===== src/rtl/nand_front.sv =====
module nand_front #(
  parameter int PAGE    = 16,
  parameter int ROWS    = 4,
  parameter int T_READ  = 8,
  parameter int T_PROG  = 20,
  parameter int T_ERASE = 30
) (
  input  logic       clk,
  input  logic       rst_n,
  input  logic       ce_n,
  input  logic       cle,
  input  logic       ale,
  input  logic       we_n,
  input  logic       re_n,
  input  logic       wp_n,
  input  logic [7:0] io_i,
  output logic [7:0] io_o,
  output logic       io_oe,
  output logic       busy_pull,
  output logic       stby
);
  localparam int CW   = $clog2(PAGE);
  localparam int RW   = $clog2(ROWS);
  localparam int TMX1 = (T_READ > T_PROG) ? T_READ : T_PROG;
  localparam int TMAX = (TMX1 > T_ERASE) ? TMX1 : T_ERASE;
  localparam int TW   = $clog2(TMAX + 1);

  localparam logic [7:0] C_RD = 8'h00, C_RDGO = 8'h30;
  localparam logic [7:0] C_PG = 8'h80, C_PGGO = 8'h10;
  localparam logic [7:0] C_ER = 8'h60, C_ERGO = 8'hD0;

  typedef enum logic [2:0] {M_IDLE, M_RDA, M_OUT, M_PGA, M_ERA} mode_t;
  typedef enum logic [1:0] {OP_RD, OP_PG, OP_ER} op_t;

  mode_t          mode;
  op_t            op;
  logic           we_q, re_q;
  logic [1:0]     nab;
  logic [CW-1:0]  col;
  logic [RW-1:0]  row;
  logic [TW-1:0]  timer;
  logic [7:0]     dout;
  logic [7:0]     page [PAGE];
  logic [7:0]     mem  [ROWS][PAGE];

  logic busy, done, act, wstb, cmd_stb, adr_stb, dat_stb, rstb;
  assign busy    = timer != '0;
  assign done    = timer == TW'(1);
  assign act     = !ce_n && !busy;
  assign wstb    = act && we_n && !we_q;
  assign cmd_stb = wstb && cle && !ale;
  assign adr_stb = wstb && ale && !cle;
  assign dat_stb = wstb && !cle && !ale;
  assign rstb    = act && !re_n && re_q && mode == M_OUT;

  assign io_o      = dout;
  assign io_oe     = !ce_n && !re_n && mode == M_OUT && !busy;
  assign busy_pull = busy;
  assign stby      = ce_n && !busy;

  always_ff @(posedge clk or negedge rst_n) begin
    if (!rst_n) begin
      we_q <= 1'b1; re_q <= 1'b1;
      mode <= M_IDLE; op <= OP_RD;
      nab <= '0; col <= '0; row <= '0; timer <= '0; dout <= '0;
      for (int i = 0; i < PAGE; i++) page[i] <= 8'hFF;
      for (int r = 0; r < ROWS; r++)
        for (int i = 0; i < PAGE; i++) mem[r][i] <= 8'hFF;
    end else begin
      we_q <= we_n;
      re_q <= re_n;
      if (done) begin
        timer <= '0;
        case (op)
          OP_RD: begin
            for (int i = 0; i < PAGE; i++) page[i] <= mem[row][i];
            mode <= M_OUT;
          end
          OP_PG: for (int i = 0; i < PAGE; i++) mem[row][i] <= page[i];
          default: for (int i = 0; i < PAGE; i++) mem[row][i] <= 8'hFF;
        endcase
      end else if (busy) begin
        timer <= timer - TW'(1);
      end

      if (cmd_stb) begin
        nab  <= '0;
        mode <= M_IDLE;
        case (io_i)
          C_RD: mode <= M_RDA;
          C_PG: begin
            mode <= M_PGA;
            for (int i = 0; i < PAGE; i++) page[i] <= 8'hFF;
          end
          C_ER: mode <= M_ERA;
          C_RDGO: if (mode == M_RDA && nab == 2'd2) begin
            timer <= TW'(T_READ); op <= OP_RD; mode <= M_RDA;
          end
          C_PGGO: if (mode == M_PGA && nab == 2'd2 && wp_n) begin
            timer <= TW'(T_PROG); op <= OP_PG;
          end
          C_ERGO: if (mode == M_ERA && nab == 2'd1 && wp_n) begin
            timer <= TW'(T_ERASE); op <= OP_ER;
          end
          default: ;
        endcase
      end

      if (adr_stb) begin
        if (mode == M_ERA && nab == 2'd0) begin
          row <= io_i[RW-1:0];
          nab <= 2'd1;
        end else if ((mode == M_RDA || mode == M_PGA) && nab < 2'd2) begin
          if (nab == 2'd0) col <= io_i[CW-1:0];
          else             row <= io_i[RW-1:0];
          nab <= nab + 2'd1;
        end
      end

      if (dat_stb && mode == M_PGA && nab == 2'd2) begin
        page[col] <= io_i;
        col <= col + CW'(1);
      end

      if (rstb) begin
        dout <= page[col];
        col  <= col + CW'(1);
      end
    end
  end

  AST_COL_STEP: assert property (@(posedge clk) disable iff (!rst_n)
    rstb |=> col == CW'($past(col) + 1));
  AST_BUSY_FROM_CMD: assert property (@(posedge clk) disable iff (!rst_n)
    $rose(busy_pull) |-> $past(cmd_stb));
  AST_WP_NO_BUSY: assert property (@(posedge clk) disable iff (!rst_n)
    $rose(busy_pull) |-> (op == OP_RD || $past(wp_n)));
  AST_BUSY_FREEZE: assert property (@(posedge clk) disable iff (!rst_n)
    (busy && !done) |=> ($stable(nab) && $stable(mode)));
  AST_STBY_QUIET: assert property (@(posedge clk) disable iff (!rst_n)
    stby |-> !io_oe);
endmodule


===== config.mk =====
export PLATFORM = sky130hd
export DESIGN_NAME = nand_front
export DESIGN_NICKNAME = d
export VERILOG_FILES = /design/src/rtl/nand_front.sv
export SDC_FILE = /design/constraint.sdc
export NUM_CORES = 1
export LEC_CHECK = 0
export BUFFER_PORTS_ARGS = -buffer_cell sky130_fd_sc_hd__buf_2
export CAP_MARGIN = 20
export CORE_AREA = 5 5 268 270
export CTS_CLUSTER_DIAMETER = 80
export DETAILED_ROUTE_END_ITERATION = 16
export DIE_AREA = 0 0 273 275
export PLACE_DENSITY_LB_ADDON = 0.15
export RECOVER_POWER = 100
export SLEW_MARGIN = 20
export SYNTH_ARGS = -nofsm -noshare
export SYNTH_HDL_FRONTEND = slang
export SYNTH_SLANG_ARGS = --single-unit

===== constraint.sdc =====
create_clock -name clk -period 4.1 [get_ports clk]
set_input_delay 0.205 -clock clk [delete_from_list [all_inputs] [get_ports clk]]
set_output_delay 0.205 -clock clk [all_outputs]
set_load 0.01 [all_outputs]

==> results.cfg, run 1 <==
[critical_path]
critical_path.n_buffers_inverters = 2
crit_required_ns = 4.64
critical_path_class = reg -> reg
cp-start-kind = flop
worst_path_dominant_cell_family = buffers and inverters
rrSetupSlack_ns = 0.58
timing.critical_path.fanout_max = 45
timing.critical_path.to_type = flop
timing.critical_path.arrival_ns = 4.06
cp_slowest_cell = sky130_fd_sc_hd__clkbuf_2
critPathMaxStageDelay_ns = 1.10
timing.critical_path.cells = nor3_1 > clkbuf_1 > nand3b_1 > nor2_1 > and2_4 > clkbuf_2 > o22a_1

[synthesis]
synth_compound_gate_area_share_pct = 19.14
share_of_the_synthesized_netlist_area_taken_by_xor_and_xnor_gates_pct = 0.05705
syn-num-nets = 2167
synth-adder-area-share_pct = 0.4075
largest_family_of_logic_cells_by_synthesized_area = compound AO/OA/AOI/OAI gates
synth.area.mux_share_pct = 16.06
synth_simple_gate_area_share_pct = 4.377
postSynth.topFlopCell = sky130_fd_sc_hd__dfstp_2
ys_types = 59
synth_seq_cells = 668
post_synth.cell_area_avg_um2 = 14.34
synth-edff-count = 0
synth_async_sr_flop_share_pct = 100.0
syn-cell-area_um2 = 30700
yosysWarningCount = 0
post_synth_inst_count = 2141
synth.yosys.seq_area_share_pct = 57.06

[floorplanning]
dieWidth_um = 273
dieHeight_um = 275
initial_utilization_pct = 44.30
coreArea_um2 = 69300
fp-row-count = 97
die_outline_area_um2 = 75080
num_io_pins = 27

[route]
detailedRoute.firstPassIterationCount = 5
routed_wl_um = 86460
vias_per_cell = 6.475
wl_per_cell_um = 28.01
drcViolationCount = 0
drt_iter0_drc = 1441
antenna_left = 0
vias = 19990

[placement]
global_placement_routability_congestion = 0.7826
placed_area_um2 = 32070
place_ws_ns = 1.044
portBuffers = 26
detailedPlacementHpwl_um = 46110

[global_route]
track_usage_pct = 23.11
antenna_violations_before_repair = 2
global_route.overflow_total = 0
grt_first_pass_wirelength_um = 133800
grt_start_max_net_pins = 120
vias_in_the_first_global_route = 20950

[clocking]
postCtsSetupRepairBufs = 0
tritoncts_buffer_count = 74
cts_num_sinks = 668
max-clock-path-buffers = 3
clock_latency_ns = 0.61
post_cts.resized_instances = 0
clock_tree.htree_level_count = 3
clock_tree.root_cell = sky130_fd_sc_hd__clkbuf_16
cts_tree = yes
clk_pin_slew_worst_paths_ns = 0.06

[finish]
layout_nets = 2115
areaGrowthSynthToFinish_pct = 12.16
commonest_non_fill_non_tap_cells_in_the_layout = sky130_fd_sc_hd__dfstp_2, sky130_fd_sc_hd__o22a_1, sky130_fd_sc_hd__mux4_2, sky130_fd_sc_hd__nand3_1, sky130_fd_sc_hd__o21a_1
register_area_um2 = 17530
multi_input_comb_area_um2 = 12330
fillers = 5838
most_common_cell_after_layout_fill_and_taps_aside = sky130_fd_sc_hd__dfstp_2
antenna-diode-count = 0
stdcell_area_um2 = 34440
layout-drive-gt1-share_pct = 46.95

[power_and_ir_drop]
power_total_mw = 19.67
p_leak_nw = 13.58
power_per_cell_area_nw_per_um2 = 571.3
max-vdd-ir-drop_mv = 0.2709

[sta]
relSlewSlack_pct = -75.96
timing.final.crit_share_pct = 85.83
clock.fmax_ghz = 0.2842
final.hold.worst_slack_ns = 0.07815
rsz_0062_raised_after_global_routing = no
final.setup.worst_slack_ns = 0.5808
fin_skew_ns = 0.01899
final_max_slew_viol_count = 610
finalCriticalPeriod_ns = 3.519
worst_pin_slew_ns = 2.639
report.final.setup_viol = 0
finalHoldViolCount = 0
setup_total_negative_slack_ns = 0

[run_status]
violated_checks = max-capacitance violations, max-slew violations
status = finished with violations

[hold_path]
hp-class = in -> reg

[flow_run]
cap_violations = 9
-- per-stage QoR --
stage          utilization (%)  cells
6_report                 49.69   3087
5_1_grt                  49.69   3087
4_1_cts                  50.06   3087
3_5_place_dp             46.27   2949
3_3_place_gp             46.27   2949
2_1_floorplan                -   2141
-- layout make-up --
class | instances | area share (%)
Clock buffer | 113 | 6.613
Clock inverter | 21 | 0.9047
Inverter | 7 | 0.07630
Multi-Input combinational cell | 1245 | 35.81
Sequential cell | 668 | 50.90
Tap cell | 940 | 3.415
Timing Repair Buffer | 93 | 2.282
-- registers in the layout, summed over array words and instances, names as in the netlist --
register and cells:
col 4, io_o 8, mem 512, mode 3, nab 2, op 2, page 128, re_q 1
row 2, timer 5, we_q 1
-- worst register-to-register path: cells and delay by family, from the launching register on --
kind / cells / cell delay, ns
and+or+nand+nor: 4 / 1.27
AOI/OAI and AO/OA: 1 / 0.36
DFF: 1 / 0.42
buffers and inverters: 2 / 1.40
-- cells in the mapped netlist, drive strengths merged, types with 10 or more instances --
master | count | area (um2)
mux2i | 128 | 1281
ha | 10 | 125.1
buf | 44 | 200.2
o22a | 512 | 4484
nor2 | 20 | 80.07
dfrtp | 26 | 650.6
o21a | 129 | 968.4
mux4 | 160 | 3603
clkbuf | 177 | 664.4
nand3 | 155 | 775.7
nand2 | 20 | 75.07
o21ai | 14 | 70.07
dfstp | 642 | 16870
-- layer usage --
layer / routed length [um] / share of wire, % / global-route usage, % / vias to the layer above
met5: 13 / 0.015 / 0 / -
met4: 1896 / 2.2 / 6.120 / 2
met3: 4730 / 5.5 / 3.994 / 105
met2: 41160 / 48 / 37.17 / 533
met1: 38660 / 45 / 32.90 / 11000
li1: - / - / - / 8347
-- cell families after synthesis --
family | after synthesis
adder cells (fa/ha/maj) | 10
AND/OR/NAND/NOR | 245
XOR/XNOR | 2
AO/OA/AOI/OAI | 696
flip-flops | 668
multiplexers | 292
buffers and inverters | 228
-- power by group --
part	leakage (nW)	switching (mW)	internal [mW]
clock network	1.27	2.71	4.33
logic	5.35	1.60	1.81
registers	6.96	1.35	7.88
-- what timing repair did --
action	CTS	global route
hold buffers	4	0
setup endpoints to repair	0	0
hold endpoints to repair	22	0
-- final timing paths --
path | startpoint | to | cells after the start
max | timer[3]$_DFF_PN0_ | mem[331]$_DFFE_PN1P_ | 7
min | ale | nab[1]$_DFF_PN0_ | 4
max reg2reg | timer[3]$_DFF_PN0_ | mem[331]$_DFFE_PN1P_ | 7
min reg2reg | io_o[4]$_DFFE_PN0P_ | io_o[4]$_DFFE_PN0P_ | 2
max in group asynchronous | rst_n | mem[139]$_DFFE_PN1P_ | 3
min in group asynchronous | rst_n | timer[3]$_DFF_PN0_ | 2
(Power assumes the default switching activity.)
==> run 2, diff against run 1 <==
--- a/config.mk
+++ b/config.mk
@@ -9,6 +9,6 @@
 export CAP_MARGIN = 20
-export CORE_AREA = 5 5 268 270
+export CORE_AREA = 2 2 265 267
 export CTS_CLUSTER_DIAMETER = 80
 export DETAILED_ROUTE_END_ITERATION = 16
-export DIE_AREA = 0 0 273 275
+export DIE_AREA = 0 0 267 269
 export PLACE_DENSITY_LB_ADDON = 0.15
--- a/constraint.sdc
+++ b/constraint.sdc
@@ -3,2 +3,2 @@
 set_output_delay 0.205 -clock clk [all_outputs]
-set_load 0.01 [all_outputs]
+set_load 0.005 [all_outputs]
==> run 2 against run 1 <==
The run still ends with max-capacitance violations, max-slew violations left. Sequential cell count did not move. Combinational power hardly changed. Final cell count about the same. Sequential share of layout area increased by 0.20 points. Wire length is 0.83% higher. Core utilization shrank 0.20 points. Design area is 0.41% lower. Worst setup slack improved by 0.055 ns. Critical endpoint is now mem[255]$_DFFE_PN1P_.
==> results.cfg, run 2 (synthesis gave the netlist of run 1 again) <==
[run_status]
status = finished with violations
violated_checks = max-capacitance violations, max-slew violations

[finish]
areaGrowthSynthToFinish_pct = 11.70
registers.top_by_ff_count = mem
layout_nets = 2116
number_of_flip_flops_in_the_largest_register = 512
layout-drive-gt1-share_pct = 46.67
antenna-diode-count = 0
commonest_non_fill_non_tap_cells_in_the_layout = sky130_fd_sc_hd__dfstp_2, sky130_fd_sc_hd__o22a_1, sky130_fd_sc_hd__mux4_2, sky130_fd_sc_hd__nand3_1, sky130_fd_sc_hd__o21a_1
fillers = 5884
stdcell_area_um2 = 34290
most_common_cell_after_layout_fill_and_taps_aside = sky130_fd_sc_hd__dfstp_2

[route]
vias_per_cell = 6.516
wl_per_cell_um = 28.26
drt_iter0_drc = 1557
antenna_left = 0
detailedRoute.firstPassIterationCount = 5
routed_wl_um = 87180
vias = 20100
drcViolationCount = 0

[global_route]
grt_start_max_net_pins = 129
global_route.overflow_total = 0
vias_in_the_first_global_route = 20810
track_usage_pct = 24.64
grt_first_pass_wirelength_um = 133400
antenna_violations_before_repair = 0

[critical_path]
timing.critical_path.fanout_max = 38
critical_path_class = reg -> reg
crit_required_ns = 4.65
timing.critical_path.arrival_ns = 4.01
regToRegEndpoint = mem[255]$_DFFE_PN1P_
cp-start-kind = flop
crit_end = mem[255]$_DFFE_PN1P_
crit_path_start = timer[2]$_DFF_PN0_
timing.reg2reg.worst_path_depth = 6
rrSetupSlack_ns = 0.64
timing.critical_path.to_type = flop
rr_startpoint = timer[2]$_DFF_PN0_

[clocking]
max-clock-path-buffers = 3
cts_tree = yes
clk_pin_slew_worst_paths_ns = 0.06
postCtsSetupRepairBufs = 0
clock_tree.root_cell = sky130_fd_sc_hd__clkbuf_16
clock_tree.htree_level_count = 3
tritoncts_buffer_count = 74
clock_latency_ns = 0.62
holdBufCountCts = 4
post_cts.resized_instances = 0
cts_num_sinks = 668

[floorplanning]
initial_utilization_pct = 44.30
dieWidth_um = 267
die_outline_area_um2 = 71820
coreArea_um2 = 69300
num_io_pins = 27
dieHeight_um = 269
fp-row-count = 97

[sta]
finalCriticalPeriod_ns = 3.465
final_max_slew_viol_count = 347
finalHoldViolCount = 0
fin_skew_ns = 0.02465
worst_pin_slew_ns = 2.871
timing.final.crit_share_pct = 84.50
report.final.setup_viol = 0
relSlewSlack_pct = -91.41
clock.fmax_ghz = 0.2886
setup_total_negative_slack_ns = 0
rsz_0062_raised_after_global_routing = no

[placement]
detailedPlacementHpwl_um = 45960
global_placement_routability_congestion = 0.7926
placed_area_um2 = 31980
portBuffers = 26

[hold_path]
hp-class = in -> reg
hold_path_depth = 4

[power_and_ir_drop]
max-vdd-ir-drop_mv = 0.3084
clockPowerShare_pct = 34.8
intPower_mw = 13.71
sequentialPowerShare_pct = 47.6
p_sw_mw = 5.602
power_per_cell_area_nw_per_um2 = 563.1
p_leak_nw = 13.49
switching_share_pct = 29.01
combinationalPowerShare_pct = 17.6

[flow_run]
cap_violations = 5
==> run 2: changes by cell type in the layout (fill, tap and decap cells not counted), sizes merged <==
cell,delta
inv,+2
clkinv,-2
bufinv,-4
clkinvlp,-1
buf,+3
==> run 2: area by class of cell <==
cell class,count,area (um2),area share (%)
clock inverters,16,191.4,0.5582
flip-flops and latches,668,17530,51.10
multi-input cells,1245,12330,35.94
clock buffers,115,2250,6.560
repair buffers,94,798.3,2.328
well taps,940,1176,3.430
inverters,7,26.28,0.07662
==> run 2: how the worst min path moves through the flow <==
stage                     start                 end  slack [ns]
after global routing        ale    nab[1]$_DFF_PN0_        0.11
after floorplan           rst_n  col[0]$_DFFE_PN0P_       -0.09
after global placement     re_n      re_q$_DFF_PN1_        0.32
after detailed placement   re_n      re_q$_DFF_PN1_        0.33
final                       ale    nab[1]$_DFF_PN0_        0.08
after CTS                   ale    nab[1]$_DFF_PN0_        0.03
==> run 2: worst max-delay path, cell delays in order (launching register included) <==
cell	delay (ns)
sky130_fd_sc_hd__dfrtp_1	0.43
sky130_fd_sc_hd__nor3_1	0.58
sky130_fd_sc_hd__nand3b_1	0.25
sky130_fd_sc_hd__nor2_1	0.31
sky130_fd_sc_hd__and2_2	1.01
sky130_fd_sc_hd__clkbuf_2	0.60
sky130_fd_sc_hd__o22a_1	0.21
==> run 2: per-layer routing <==
layer  up-vias  share of wire, %  global-route usage [%]
li1       8347                 -                       -
met1     11120                45                   34.82
met2       518                47                   39.22
met3       118               5.2                   3.927
met4         0               2.5                   7.637
met5         -                 0                       0
==> run 2: metrics by stage <==
| step | util, % | instances | setup WS (ns) | power (mW) | hold slack, ns |
|---|---|---|---|---|---|
| 2_1_floorplan | - | 2141 | 1.595 | 11.29 | -0.09059 |
| 3_3_place_gp | 46.14 | 2950 | 1.092 | 12.55 | 0.3240 |
| 3_5_place_dp | 46.14 | 2950 | 1.059 | 12.68 | 0.3267 |
| 4_1_cts | 49.72 | 3085 | 1.039 | 19.48 | 0.03270 |
| 5_1_grt | 49.49 | 3085 | 0.4406 | 20.15 | 0.1103 |
| 6_report | 49.49 | 3085 | 0.6354 | 19.31 | 0.08048 |
==> run 2: power groups by stage <==
stage	sequential, mW	clock (mW)	combinational [mW]
floorplan	8.72	0	2.57
global placement	9.18	0	3.37
detailed placement	9.24	0	3.44
CTS	9.16	6.86	3.46
global route	9.34	7.15	3.67
finish	9.19	6.71	3.40
